File: src/rtl/alu8_pkg.sv
package alu8_pkg;

    localparam int DW = 8;
    localparam int WW = 2 * DW;

    localparam int FLG_C = 0;
    localparam int FLG_Z = 1;
    localparam int FLG_D = 3;
    localparam int FLG_V = 6;
    localparam int FLG_N = 7;

    typedef enum logic [3:0] {
        OP_ADD = 4'd0,
        OP_SUB = 4'd1,
        OP_CMP = 4'd2,
        OP_AND = 4'd3,
        OP_OR  = 4'd4,
        OP_XOR = 4'd5,
        OP_BIT = 4'd6,
        OP_SHL = 4'd7,
        OP_SHR = 4'd8,
        OP_ROL = 4'd9,
        OP_ROR = 4'd10
    } alu_op_e;

    typedef struct packed {
        logic [DW-1:0] data;
        logic [DW-1:0] flags;
    } alu_out_t;

    function automatic logic [DW-1:0] upd_zn(logic [DW-1:0] f, logic [DW-1:0] v);
        logic [DW-1:0] r;
        r        = f;
        r[FLG_Z] = (v == '0);
        r[FLG_N] = v[DW-1];
        return r;
    endfunction

endpackage

File: src/rtl/alu8_addsub.sv
module alu8_addsub
    import alu8_pkg::*;
(
    input  logic          sub,
    input  logic [DW-1:0] a,
    input  logic [DW-1:0] b,
    input  logic [DW-1:0] flags_in,
    output alu_out_t      res
);
    localparam logic [WW-1:0] NIB_ADJ = WW'(16'h0066);
    localparam logic [WW-1:0] NIB_SEL = WW'(16'h0022);

    logic [WW-1:0] opnd;
    logic [WW-1:0] sum;
    logic [WW-1:0] fix;
    logic [WW-1:0] total;
    logic          dec;

    always_comb begin
        dec  = flags_in[FLG_D];
        opnd = {{DW{1'b0}}, (sub ? ~b : b)};
        if (sub && dec) opnd = opnd - NIB_ADJ;
        sum   = {{DW{1'b0}}, a} + opnd + {{(WW-1){1'b0}}, flags_in[FLG_C]};
        fix   = (((sum + NIB_ADJ) ^ {{DW{1'b0}}, a} ^ opnd) >> 3) & NIB_SEL;
        total = dec ? (sum + (fix << 1) + fix) : sum;

        res.data         = total[DW-1:0];
        res.flags        = upd_zn(flags_in, sum[DW-1:0]);
        res.flags[FLG_V] = ((sum[DW-1] ^ a[DW-1]) & (sum[DW-1] ^ opnd[DW-1]));
        res.flags[FLG_C] = |total[WW-1:DW];
    end
endmodule

File: src/rtl/alu8_logic.sv
module alu8_logic
    import alu8_pkg::*;
(
    input  alu_op_e       op,
    input  logic [DW-1:0] a,
    input  logic [DW-1:0] b,
    input  logic [DW-1:0] flags_in,
    output alu_out_t      res
);
    logic [DW-1:0] diff;

    always_comb begin
        diff      = a - b;
        res.data  = a;
        res.flags = flags_in;
        unique case (op)
            OP_CMP: begin
                res.flags        = upd_zn(flags_in, diff);
                res.flags[FLG_C] = (a >= b);
            end
            OP_AND: begin
                res.data  = a & b;
                res.flags = upd_zn(flags_in, a & b);
            end
            OP_OR: begin
                res.data  = a | b;
                res.flags = upd_zn(flags_in, a | b);
            end
            OP_XOR: begin
                res.data  = a ^ b;
                res.flags = upd_zn(flags_in, a ^ b);
            end
            OP_BIT: begin
                res.flags[FLG_Z] = ((a & b) == '0);
                res.flags[FLG_N] = b[DW-1];
                res.flags[FLG_V] = b[DW-2];
            end
            default: ;
        endcase
    end
endmodule

File: src/rtl/alu8_shift.sv
module alu8_shift
    import alu8_pkg::*;
(
    input  alu_op_e       op,
    input  logic [DW-1:0] a,
    input  logic [DW-1:0] flags_in,
    output alu_out_t      res
);
    logic          cin;
    logic          left;
    logic          fill;
    logic [DW-1:0] val;

    always_comb begin
        cin  = flags_in[FLG_C];
        left = (op == OP_SHL) || (op == OP_ROL);
        fill = ((op == OP_ROL) || (op == OP_ROR)) ? cin : 1'b0;
        val  = left ? {a[DW-2:0], fill} : {fill, a[DW-1:1]};

        res.data         = val;
        res.flags        = upd_zn(flags_in, val);
        res.flags[FLG_C] = left ? a[DW-1] : a[0];
    end
endmodule

File: src/rtl/alu8_core.sv
module alu8_core
    import alu8_pkg::*;
(
    input  logic          clk,
    input  logic          rst,
    input  logic          start,
    input  logic [3:0]    op,
    input  logic [DW-1:0] acc_in,
    input  logic [DW-1:0] opnd_in,
    input  logic [DW-1:0] status_in,
    output logic          done,
    output logic [DW-1:0] result,
    output logic [DW-1:0] status_out
);
    alu_op_e  op_e;
    alu_out_t r_arith;
    alu_out_t r_logic;
    alu_out_t r_shift;
    alu_out_t r_sel;

    assign op_e = alu_op_e'(op);

    alu8_addsub u_arith (
        .sub      (op_e == OP_SUB),
        .a        (acc_in),
        .b        (opnd_in),
        .flags_in (status_in),
        .res      (r_arith)
    );

    alu8_logic u_logic (
        .op       (op_e),
        .a        (acc_in),
        .b        (opnd_in),
        .flags_in (status_in),
        .res      (r_logic)
    );

    alu8_shift u_shift (
        .op       (op_e),
        .a        (acc_in),
        .flags_in (status_in),
        .res      (r_shift)
    );

    always_comb begin
        unique case (op_e)
            OP_ADD, OP_SUB:                 r_sel = r_arith;
            OP_CMP, OP_AND, OP_OR, OP_XOR,
            OP_BIT:                         r_sel = r_logic;
            OP_SHL, OP_SHR, OP_ROL, OP_ROR: r_sel = r_shift;
            default: begin
                r_sel.data  = acc_in;
                r_sel.flags = status_in;
            end
        endcase
    end

    always_ff @(posedge clk) begin
        if (rst) begin
            done       <= 1'b0;
            result     <= '0;
            status_out <= '0;
        end else begin
            done <= start;
            if (start) begin
                result     <= r_sel.data;
                status_out <= r_sel.flags;
            end
        end
    end

    AST_DONE_AFTER_START: assert property (@(posedge clk) disable iff (rst)
        start |=> done);
    AST_DONE_ONLY_AFTER_START: assert property (@(posedge clk) disable iff (rst)
        !start |=> !done);
    AST_HOLD_WHEN_IDLE: assert property (@(posedge clk) disable iff (rst)
        (!start && !$past(rst)) |=> ($stable(result) && $stable(status_out)));
    AST_MID_BITS_PASS: assert property (@(posedge clk) disable iff (rst)
        start |=> (status_out[5:2] == $past(status_in[5:2])));
    AST_CMP_KEEPS_ACC: assert property (@(posedge clk) disable iff (rst)
        (start && op == 4'd2) |=> (result == $past(acc_in)));
    AST_BIT_COPIES: assert property (@(posedge clk) disable iff (rst)
        (start && op == 4'd6) |=> (status_out[7:6] == $past(opnd_in[7:6]) &&
                                   result == $past(acc_in)));
    AST_SHL_CARRY: assert property (@(posedge clk) disable iff (rst)
        (start && op == 4'd7) |=> (status_out[0] == $past(acc_in[7])));
endmodule

File: config.mk
export PLATFORM = sky130hd
export DESIGN_NAME = alu8_core
export DESIGN_NICKNAME = d
export VERILOG_FILES = /design/src/rtl/alu8_pkg.sv /design/src/rtl/alu8_addsub.sv /design/src/rtl/alu8_logic.sv /design/src/rtl/alu8_shift.sv /design/src/rtl/alu8_core.sv
export SDC_FILE = /design/constraint.sdc
export NUM_CORES = 1
export LEC_CHECK = 0
export BUFFER_PORTS_ARGS = -buffer_cell sky130_fd_sc_hd__buf_2
export CORE_MARGIN = 10
export CORE_UTILIZATION = 60
export CTS_BUF_LIST = sky130_fd_sc_hd__clkbuf_8 sky130_fd_sc_hd__clkbuf_16
export DETAILED_ROUTE_END_ITERATION = 6
export PLACE_DENSITY = 0.84
export REMOVE_ABC_BUFFERS = 1
export SLEW_MARGIN = 15
export SYNTH_ARGS = -nofsm -noshare
export SYNTH_HDL_FRONTEND = slang
export SYNTH_SLANG_ARGS = --single-unit
File: constraint.sdc
create_clock -name clk -period 11.4 [get_ports clk]
set_clock_uncertainty 0.15 [all_clocks]
set_input_delay 0.57 -clock clk [delete_from_list [all_inputs] [get_ports clk]]
set_output_delay 0.57 -clock clk [all_outputs]
set_load 0.01 [all_outputs]
==> flow_summary_export.csv, run 1 <==
group,metric,value,unit
worst_hold_path,hp-class,"reg -> reg",
detailed_routing,drtAntennaViolNets,0,
detailed_routing,num_vias,3470,
yosys,netlist_instances,425,
detailed_routing,routedWlPerCell,19.2,um
floorplan,core,5040,um2
critical_path,timing.rr.end,"status_out[0]",
yosys,synthSimpleGateAreaFrac,22.7,%
timing,grt_setup_unrepaired,"false",
grt,grtUsageTotal,23.4,%
clock_network,post_cts_buffers,0,
timing,period_share,45.7,%
yosys,synthesis.area,3090,um2
worst_hold_path,min_path_cells,2,
outcome,status,"finished, final reports clean",
clock_network,cts_buffers,3,
finish,synthToLayoutAreaGrowth,8.94,%
yosys,async_reset_ff_share,0,%
floorplan,initial_core_util,61.3,%
yosys,synthMuxAreaShare,3.36,%
grt,antenna_found_initial,0,
placement,dp_hpwl,8050,um
floorplan,fp-row-count,26,
yosys,synth.distinct_cells,67,
clock_network,cts_tree,"built",
finish,utilization,66.8,%
timing,hold_viol,0,
timing,fin_setup_tns,0,ps
clock_network,htree_levels,1,
yosys,synthTopCellsByArea,"ha_1, dfxtp_1, nor2_1",
yosys,synthXorXnorAreaFrac,8.30,%
grt,grt_pass1_vias,3337,
critical_path,worstSetupStartpoint,"op[0]",
finish,finalNetCount,528,
power_and_ir_drop,power_leakage,1.46,nW
timing,layout_min_cycle_time,5210,ps
grt,grt-ovfl-total,0,
clock_network,cts_hold_buf,0,
critical_path,r2r_cells,3,
timing,worstMarginPinSlew,585,ps
detailed_routing,viasPerCell,6.60,
yosys,yosysWarnings,0,
critical_path,crit_path_end_kind,"flip-flop",
detailed_routing,drcViolationCount,0,
floorplan,ios,48,
critical_path,endpoint,"status_out[0]",
yosys,seq_area_frac_synth,11.0,%
yosys,syn_area_per_cell,7.27,um2
grt,grt_pass1_wl,16800,um
clock_network,cts_root_buf,"clkbuf_8",
run,cap_violations,0,
power_and_ir_drop,power_density,96.6,nW/um2
floorplan,dieArea,8420,um2
yosys,synthFlopType,"dfxtp_1",
critical_path,startpoint_type,"primary input",
floorplan,die_h,91.8,um
critical_path,worstSetupPathType,"in -> reg",
placement,routabilityCongestion,0.986,
timing,fmax,192,MHz
critical_path,path_max_fanout,30,
yosys,synth_compound_area_share,31.0,%
placement,port_buffers,47,
critical_path,cp.arrival,5230,ps
yosys,synth_top_area_cell,"ha_1",
yosys,synth_top_area_share,14.6,%
yosys,synth_edf_count,0,
timing,slew_headroom,60.0,%
clock_network,clkSlewWorstSetupHoldPaths,70,ps
critical_path,worstReg2RegStart,"status_out[0]",
yosys,synth_seq_cells,17,
clock_network,cts_resized,0,
power_and_ir_drop,vdd.ir_drop.worst,51.4,uV
clock_network,worst_skew_pair.late_latency,250,ps
detailed_routing,drt_first_pass_iters,6,
clock_network,cts_sinks,17,
detailed_routing,totalWireLength,10100,um
critical_path,rrSetupSlack,10380,ps
detailed_routing,drtIter0Drc,611,
clock_network,clockBufferDepth,2,
finish,drive_above_1_share,15.4,%
grt,grt_start_max_net_pins,31,
floorplan,fp.dieW,91.8,um
timing,setup_viol,0,
yosys,synth_top_family_by_area,"compound AO/OA/AOI/OAI gates",
critical_path,worst_ep_required_time,11420,ps
timing,maxSlewViolCount,0,
finish,antennaDiodeCount,0,
yosys,synthAdderAreaFrac,17.2,%
finish,final_cell_mix,"nor2_1, buf_2, nand2_1",
state kept, by name, indices dropped and copies added, names as in the netlist:
signal,flops
done,1
result,8
status_out,8
through the flow:
stage	power [mW]	worst slack, ps	cell area, um2	std cells	hold slack (ps)
global route	0.352	5820	3370	526	335
detailed placement	0.277	5970	3320	522	297
CTS	0.322	6220	3370	526	308
finish	0.325	6190	3370	526	307
global placement	0.273	6160	3320	522	287
floorplan	0.217	6810	3000	405	320
layout make-up:
cell class	count	area (um2)
tap	70	87.6
sequential	17	340
clock buffer	3	41.3
fill	452	1670
multi-input combinational	359	2550
inverter	29	109
timing repair buffer	47	235
clock inverter	1	5.00
synthesized netlist by cell type (3+ instances only):
cell type and n:
a21oi_1 23, a221oi_1 4, nor2_1 47, o22ai_1 5, a31oi_1 8, xor2_1 3
dfxtp_1 17, nand2b_1 8, o2111ai_1 4, ha_1 36, o211ai_1 5, and3_1 3
nand4_1 6, a211oi_1 4, a22oi_1 7, clkbuf_1 14, nor3_1 10, mux2_2 3
o21ai_0 25, o221ai_1 4, o21a_1 4, nand3_1 8, fa_1 4, mux2i_1 7
nand2_1 42, inv_1 27, o31ai_1 7, xnor2_2 3, nor2b_1 6, o21bai_1 3
o21ai_1 7, xnor2_1 17, nor4_1 6
per-layer routing:
| layer | track usage, % | routed length, um |
|---|---|---|
| met5 | 0 | 0 |
| met4 | 8.10 | 280 |
| met3 | 3.42 | 975 |
| met2 | 37.6 | 4560 |
| met1 | 31.2 | 4300 |
cell families after synthesis:
family                     Yosys count
and+or+nand+nor                    147
muxes                               10
xor gates and xnor gates            25
adders and majority gates           40
DFF                                 17
buffers and inverters               49
AOI/OAI and AO/OA                  137
critical path, cell delays in order:
cell,delay (ps)
buf_2,420
nor4b_4,590
xnor2_1,200
fa_1,200
inv_1,50
fa_1,410
a211oi_2,260
nor2_1,110
xor2_2,360
xnor2_1,190
xnor2_1,150
xnor2_1,140
ha_1,240
fa_1,440
and3_1,170
a31oi_1,280
nand2b_1,160
o41ai_1,70
o31ai_1,190
power by group:
part / switching, mW / internal, mW / leakage, nW / total (mW)
combinational: 0.129 / 0.0851 / 1.30 / 0.214
clock: 0.0206 / 0.0242 / 0.0255 / 0.0449
sequential: 0.00230 / 0.0643 / 0.141 / 0.0666
total: 0.152 / 0.174 / 1.46 / 0.325
worst min path at each step:
stage | startpoint | to | slack (ps)
global placement | status_out[7] | status_out[7] | 290
finish | result[5] | result[5] | 310
detailed placement | status_out[7] | status_out[7] | 300
global route | result[5] | result[5] | 330
floorplan | result[5] | result[5] | 320
CTS | result[5] | result[5] | 310
Power figures use the tool's default switching activity.
==> inputs of run 2 (changes only) <==
- ABC_AREA: unset -> 1
- CORE_UTILIZATION: 60 -> 53
- PLACE_DENSITY: 0.84 -> 0.79
- clock period: 11.4 -> 4.5 ns (I/O delays scaled with it)
==> flow_summary_export.csv, run 2 <==
group,metric,value,unit
outcome,status,"finished, final reports clean",
placement,dp_hpwl,7790,um
yosys,synth_edf_count,0,
yosys,netlist_instances,483,
run,cap_violations,0,
floorplan,core,5470,um2
worst_hold_path,hp-class,"in -> reg",
detailed_routing,totalWireLength,9400,um
grt,grt_pass1_vias,3315,
detailed_routing,drt_first_pass_iters,5,
finish,fillCellCount,542,
power_and_ir_drop,p_clk_share,14.0,%
finish,drive_above_1_share,17.2,%
yosys,synthTopCellsByArea,"ha_1, nand2_1, dfxtp_1",
grt,grt_pass1_wl,15500,um
floorplan,initial_core_util,54.0,%
yosys,synth_top_area_share,15.2,%
placement,routabilityCongestion,0.989,
floorplan,ios,48,
detailed_routing,viasPerCell,5.73,
timing,slew_headroom,71.7,%
clock_network,clockBufferDepth,2,
timing,hold_viol,0,
clock_network,cts_sinks,17,
yosys,synth_seq_cells,17,
timing,setup_viol,0,
critical_path,worst_ep_required_time,4540,ps
floorplan,dieArea,8960,um2
critical_path,crit_slowest_cell,"ha_1",
critical_path,startpoint_type,"primary input",
power_and_ir_drop,p_sw,0.383,mW
finish,final_cell_mix,"nand2_1, inv_1, buf_2",
power_and_ir_drop,power_density,236,nW/um2
finish,instances_no_fill,612,
finish,final_common_cell,"nand2_1",
timing,worstMarginPinSlew,421,ps
finish,top_regs,"result (8), status_out (8), done (1)",
detailed_routing,drcViolationCount,0,
critical_path,cp.arrival,4230,ps
power_and_ir_drop,cellInternalPower,0.420,mW
floorplan,fp-row-count,27,
finish,finalNetCount,612,
grt,antenna_found_initial,0,
timing,fmax,239,MHz
finish,regArea,340,um2
timing,period_share,93.1,%
grt,grt-ovfl-total,0,
finish,utilization,62.1,%
timing,layout_min_cycle_time,4190,ps
floorplan,fp.dieW,94.7,um
clock_network,worst_skew_pair.late_latency,250,ps
yosys,syn_area_per_cell,6.12,um2
finish,multi_input_area,2340,um2
power_and_ir_drop,netSwitchingFraction,47.7,%
yosys,yosysWarnings,0,
timing,maxSlewViolCount,0,
grt,grtUsageTotal,20.9,%
power_and_ir_drop,power_leakage,1.80,nW
critical_path,cpPeakStageDelay,310,ps
finish,synthToLayoutAreaGrowth,15.1,%
detailed_routing,drtIter0Drc,293,
yosys,synth_most_common_cell,"nand2_1",
yosys,seq_area_frac_synth,11.5,%
placement,port_buffers,47,
critical_path,path_max_fanout,4,
critical_path,worstSetupPathType,"in -> reg",
detailed_routing,drtAntennaViolNets,0,
floorplan,die_h,94.7,um
yosys,synth.distinct_cells,41,
finish,antennaDiodeCount,0,
critical_path,cp_common_cell,"nand2_1",
power_and_ir_drop,comb_power_share,65.0,%
clock_network,htree_levels,1,
detailed_routing,routedWlPerCell,15.4,um
clock_network,cts_buffers,3,
placement,dp_cells,606,
critical_path,crit_path_end_kind,"flip-flop",
clock_network,cts_root_buf,"clkbuf_8",
power_and_ir_drop,p_seq_share,21.0,%
yosys,synth_top_area_cell,"ha_1",
yosys,ys_top_cells_by_count,"nand2_1, inv_1, nor2_1, a21oi_1, ha_1",
yosys,synthFlopType,"dfxtp_1",
power_and_ir_drop,vdd.ir_drop.worst,200,uV
grt,grt_start_max_net_pins,21,
yosys,async_reset_ff_share,0,%
clock_network,cts_tree,"built",
yosys,synthesis.area,2960,um2
power_and_ir_drop,p_total,0.803,mW
detailed_routing,num_vias,3507,
clock_network,clkSlewWorstSetupHoldPaths,70,ps
## run 2: cell count changes after synthesis, moves of 8 or more
cell,delta
a21oi_1,+16
clkbuf_1,-13
inv_1,+34
nand2_1,+72
nand2b_1,-8
nand3_1,+23
xnor2_1,-16
xor2_1,+13
## run 2: cell type report
cell class              instances  share of cell area (%)
clock inverters                 1                   0.147
clock buffers                   3                    1.21
flip-flops and latches         17                    10.0
well taps                      72                    2.65
inverters                      70                    7.73
repair buffers                 59                    9.57
multi-input cells             390                    68.7
## run 2: layer usage
metal | vias up | share of wire [%] | global-route usage [%]
li1 | 1726 | - | -
met1 | 1586 | 43 | 27.5
met2 | 172 | 45 | 34.3
met3 | 23 | 9.2 | 2.22
met4 | 0 | 2.8 | 7.98
met5 | - | 0 | 0
## run 2: worst paths after layout
kind                 startpoint            end  slack [ps]  cells past startpoint
setup / recovery          op[2]  status_out[0]         310                     32
hold / removal     status_in[4]  status_out[4]          50                      3
setup reg to reg      result[4]      result[4]        3650                      2
hold reg to reg   status_out[7]  status_out[7]         310                      2
## run 2: worst max-delay path, delay by kind of cell
kind                     cells  cell delay (ps)
AO/OA/AOI/OAI                2              190
buffers and inverters        5              510
adder cells (fa/ha/maj)      3              800
AND/OR/NAND/NOR             19             1820
XOR/XNOR                     3              660
## run 2: cell families after synthesis
family / Yosys count / share of synthesized area (%)
XOR/XNOR: 17 / 5.04
AND/OR/NAND/NOR: 225 / 33.8
flip-flops: 17 / 11.5
adder cells (fa/ha/maj): 40 / 18.0
buffers and inverters: 76 / 10.7
AO/OA/AOI/OAI: 108 / 21.0
## run 2: through the flow
stage               cell area (um2)  setup TNS, ps  setup WS, ps  hold slack, ps
floorplan                      2900              0           410             144
global placement               3300              0           178             298
detailed placement             3300          -91.8         -91.8             305
CTS                            3350              0           135            40.5
global route                   3400           -107         -91.0            68.7
finish                         3400              0           309            45.5
## run 2: power by group through the flow
stage          registers, mW  clock network, mW  logic (mW)
2_1_floorplan          0.178                  0       0.339
3_5_place_dp           0.172                  0       0.488
4_1_cts                0.169              0.114       0.491
5_1_grt                0.171              0.122       0.590
6_report               0.169              0.112       0.522
3_3_place_gp           0.172                  0       0.479
## run 2: what timing repair did
action | 4_1_cts | 5_1_grt
endpoints found under the setup margin | 0 | 5
gates resized for setup | 0 | 9
setup buffers | 0 | 2
hold buffers | 0 | 0
==> inputs of run 3 (changes only) <==
- clock period: 4.5 -> 3.8 ns (I/O delays scaled with it)
==> flow_summary_export.csv, run 3 (synthesis gave the netlist of run 2 again) <==
group,metric,value,unit
finish,synthToLayoutAreaGrowth,59.9,%
finish,instances_no_fill,726,
placement,dp_cells,658,
critical_path,worstSetupPathType,"in -> reg",
critical_path,worstSetupStartpoint,"op[0]",
finish,fin_area,4730,um2
floorplan,ios,48,
timing,slew_headroom,66.6,%
timing,grt_setup_unrepaired,"true",
detailed_routing,drtIter0Drc,764,
grt,grtUsageTotal,26.4,%
detailed_routing,totalWireLength,15200,um
placement,routabilityCongestion,0.991,
grt,antenna_found_initial,0,
finish,utilization,86.4,%
floorplan,fp-row-count,27,
run,cap_violations,0,
floorplan,dieArea,8960,um2
critical_path,crit_path_end_kind,"flip-flop",
critical_path,endpoint,"status_out[0]",
clock_network,cts_sinks,17,
clock_network,htree_levels,1,
critical_path,timing.rr.end,"result[2]",
grt,grt_pass1_wl,19500,um
placement,dp_hpwl,8330,um
clock_network,cts_root_buf,"clkbuf_8",
clock_network,cts_buffers,3,
critical_path,r2r_cells,2,
detailed_routing,drtAntennaViolNets,0,
timing,hold_viol,0,
finish,top_regs,"result (8), status_out (8), done (1)",
power_and_ir_drop,vdd.ir_drop.worst,313,uV
grt,grt_pass1_vias,4009,
timing,fmax,240,MHz
clock_network,worst_skew_pair.late_latency,250,ps
power_and_ir_drop,p_total,1.46,mW
finish,final_cell_mix,"buf_4, nand2_1, inv_1",
timing,layout_min_cycle_time,4160,ps
floorplan,die_h,94.7,um
clock_network,clockBufferDepth,2,
floorplan,core,5470,um2
outcome,status,"finished, violations left",
finish,final_common_cell,"buf_4",
critical_path,worst_ep_required_time,3810,ps
detailed_routing,viasPerCell,6.38,
critical_path,path_max_fanout,4,
grt,grt_start_max_net_pins,21,
timing,maxSlewViolCount,0,
timing,setup_viol,9,
clock_network,cts_tree,"built",
critical_path,startpoint_type,"primary input",
floorplan,fp.dieW,94.7,um
timing,period_share,110,%
detailed_routing,drcViolationCount,52,
timing,layout_setup_ws,-361,ps
critical_path,rrSetupSlack,2870,ps
power_and_ir_drop,power_leakage,2.43,nW
detailed_routing,routedWlPerCell,20.9,um
power_and_ir_drop,power_density,309,nW/um2
detailed_routing,drt_first_pass_iters,7,
finish,fillCellCount,272,
finish,antennaDiodeCount,0,
worst_hold_path,hp-class,"in -> reg",
floorplan,initial_core_util,54.0,%
finish,finalNetCount,726,
critical_path,cpPeakStageDelay,410,ps
timing,worstMarginPinSlew,495,ps
critical_path,cp.arrival,4180,ps
critical_path,cp_common_cell,"nand2_2",
critical_path,crit_slowest_cell,"fa_2",
critical_path,worstReg2RegStart,"result[2]",
placement,port_buffers,47,
outcome,violations,"design-rule violations, negative setup slack",
grt,grt-ovfl-total,0,
placement,placed_area,3690,um2
finish,drive_above_1_share,42.5,%
clock_network,clkSlewWorstSetupHoldPaths,60,ps
detailed_routing,num_vias,4632,
run 3: cell types whose count changed in the layout (fill, tap and decap cells not counted), sizes merged:
cell and change:
buf +114, clkinv -1, inv +1
run 3: cell type report:
cell class / instances / area, um2 / share of cell area [%]
multi-input cells: 390 / 2750 / 58.1
repair buffers: 173 / 1230 / 26.0
flip-flops and latches: 17 / 340 / 7.20
inverters: 70 / 275 / 5.82
well taps: 72 / 90.1 / 1.91
clock buffers: 3 / 41.3 / 0.873
clock inverters: 1 / 3.75 / 0.0794
run 3: worst min-delay path by stage:
stage                  from            end  slack [ps]  depth (start not counted)
3_3_place_gp   status_in[2]  status_out[2]         260                          3
4_1_cts        status_in[4]  status_out[4]          40                          3
3_5_place_dp   status_in[4]  status_out[4]         290                          3
6_report       status_in[4]  status_out[4]          30                          3
5_1_grt        status_in[5]  status_out[5]          60                          3
2_1_floorplan           rst      result[5]         110                          1
run 3: where the power goes:
group          internal [mW]  switching [mW]  leakage (nW)  total [mW]
logic                  0.504           0.624          2.26        1.13
registers              0.193         0.00833         0.141       0.202
clock network         0.0715          0.0583        0.0269       0.130
total                  0.769           0.690          2.43        1.46
run 3: timing repair:
| item | in CTS | in global routing |
|---|---|---|
| pin swaps | 42 | 66 |
| hold buffers | 0 | 0 |
| setup buffers | 44 | 20 |
| resized for setup | 43 | 84 |
| endpoints found under the setup margin | 5 | 11 |
run 3: routing by layer:
| metal | GRT usage [%] | vias up | wire (um) |
|---|---|---|---|
| met1 | 31.9 | 2084 | 5230 |
| met2 | 43.8 | 433 | 6600 |
| li1 | - | 1952 | - |
| met5 | 0 | - | 0 |
| met3 | 5.71 | 163 | 2020 |
| met4 | 12.2 | 0 | 1350 |
run 3: per-stage QoR:
stage               setup slack [ps]  setup TNS, ps  hold WS (ps)
floorplan                       -255           -394           109
detailed placement              -537          -2050           287
global placement                -303          -1200           263
finish                          -361          -1740          34.3
global route                    -495          -2940          57.1
CTS                             3.23              0          35.4
run 3: worst max-delay path: cells and delay by family:
kind                     cells  cell delay [ps]
AO/OA/AOI/OAI                2              230
buffers and inverters        5              380
adder cells (fa/ha/maj)      4             1160
AND/OR/NAND/NOR             16             1630
XOR/XNOR                     3              580
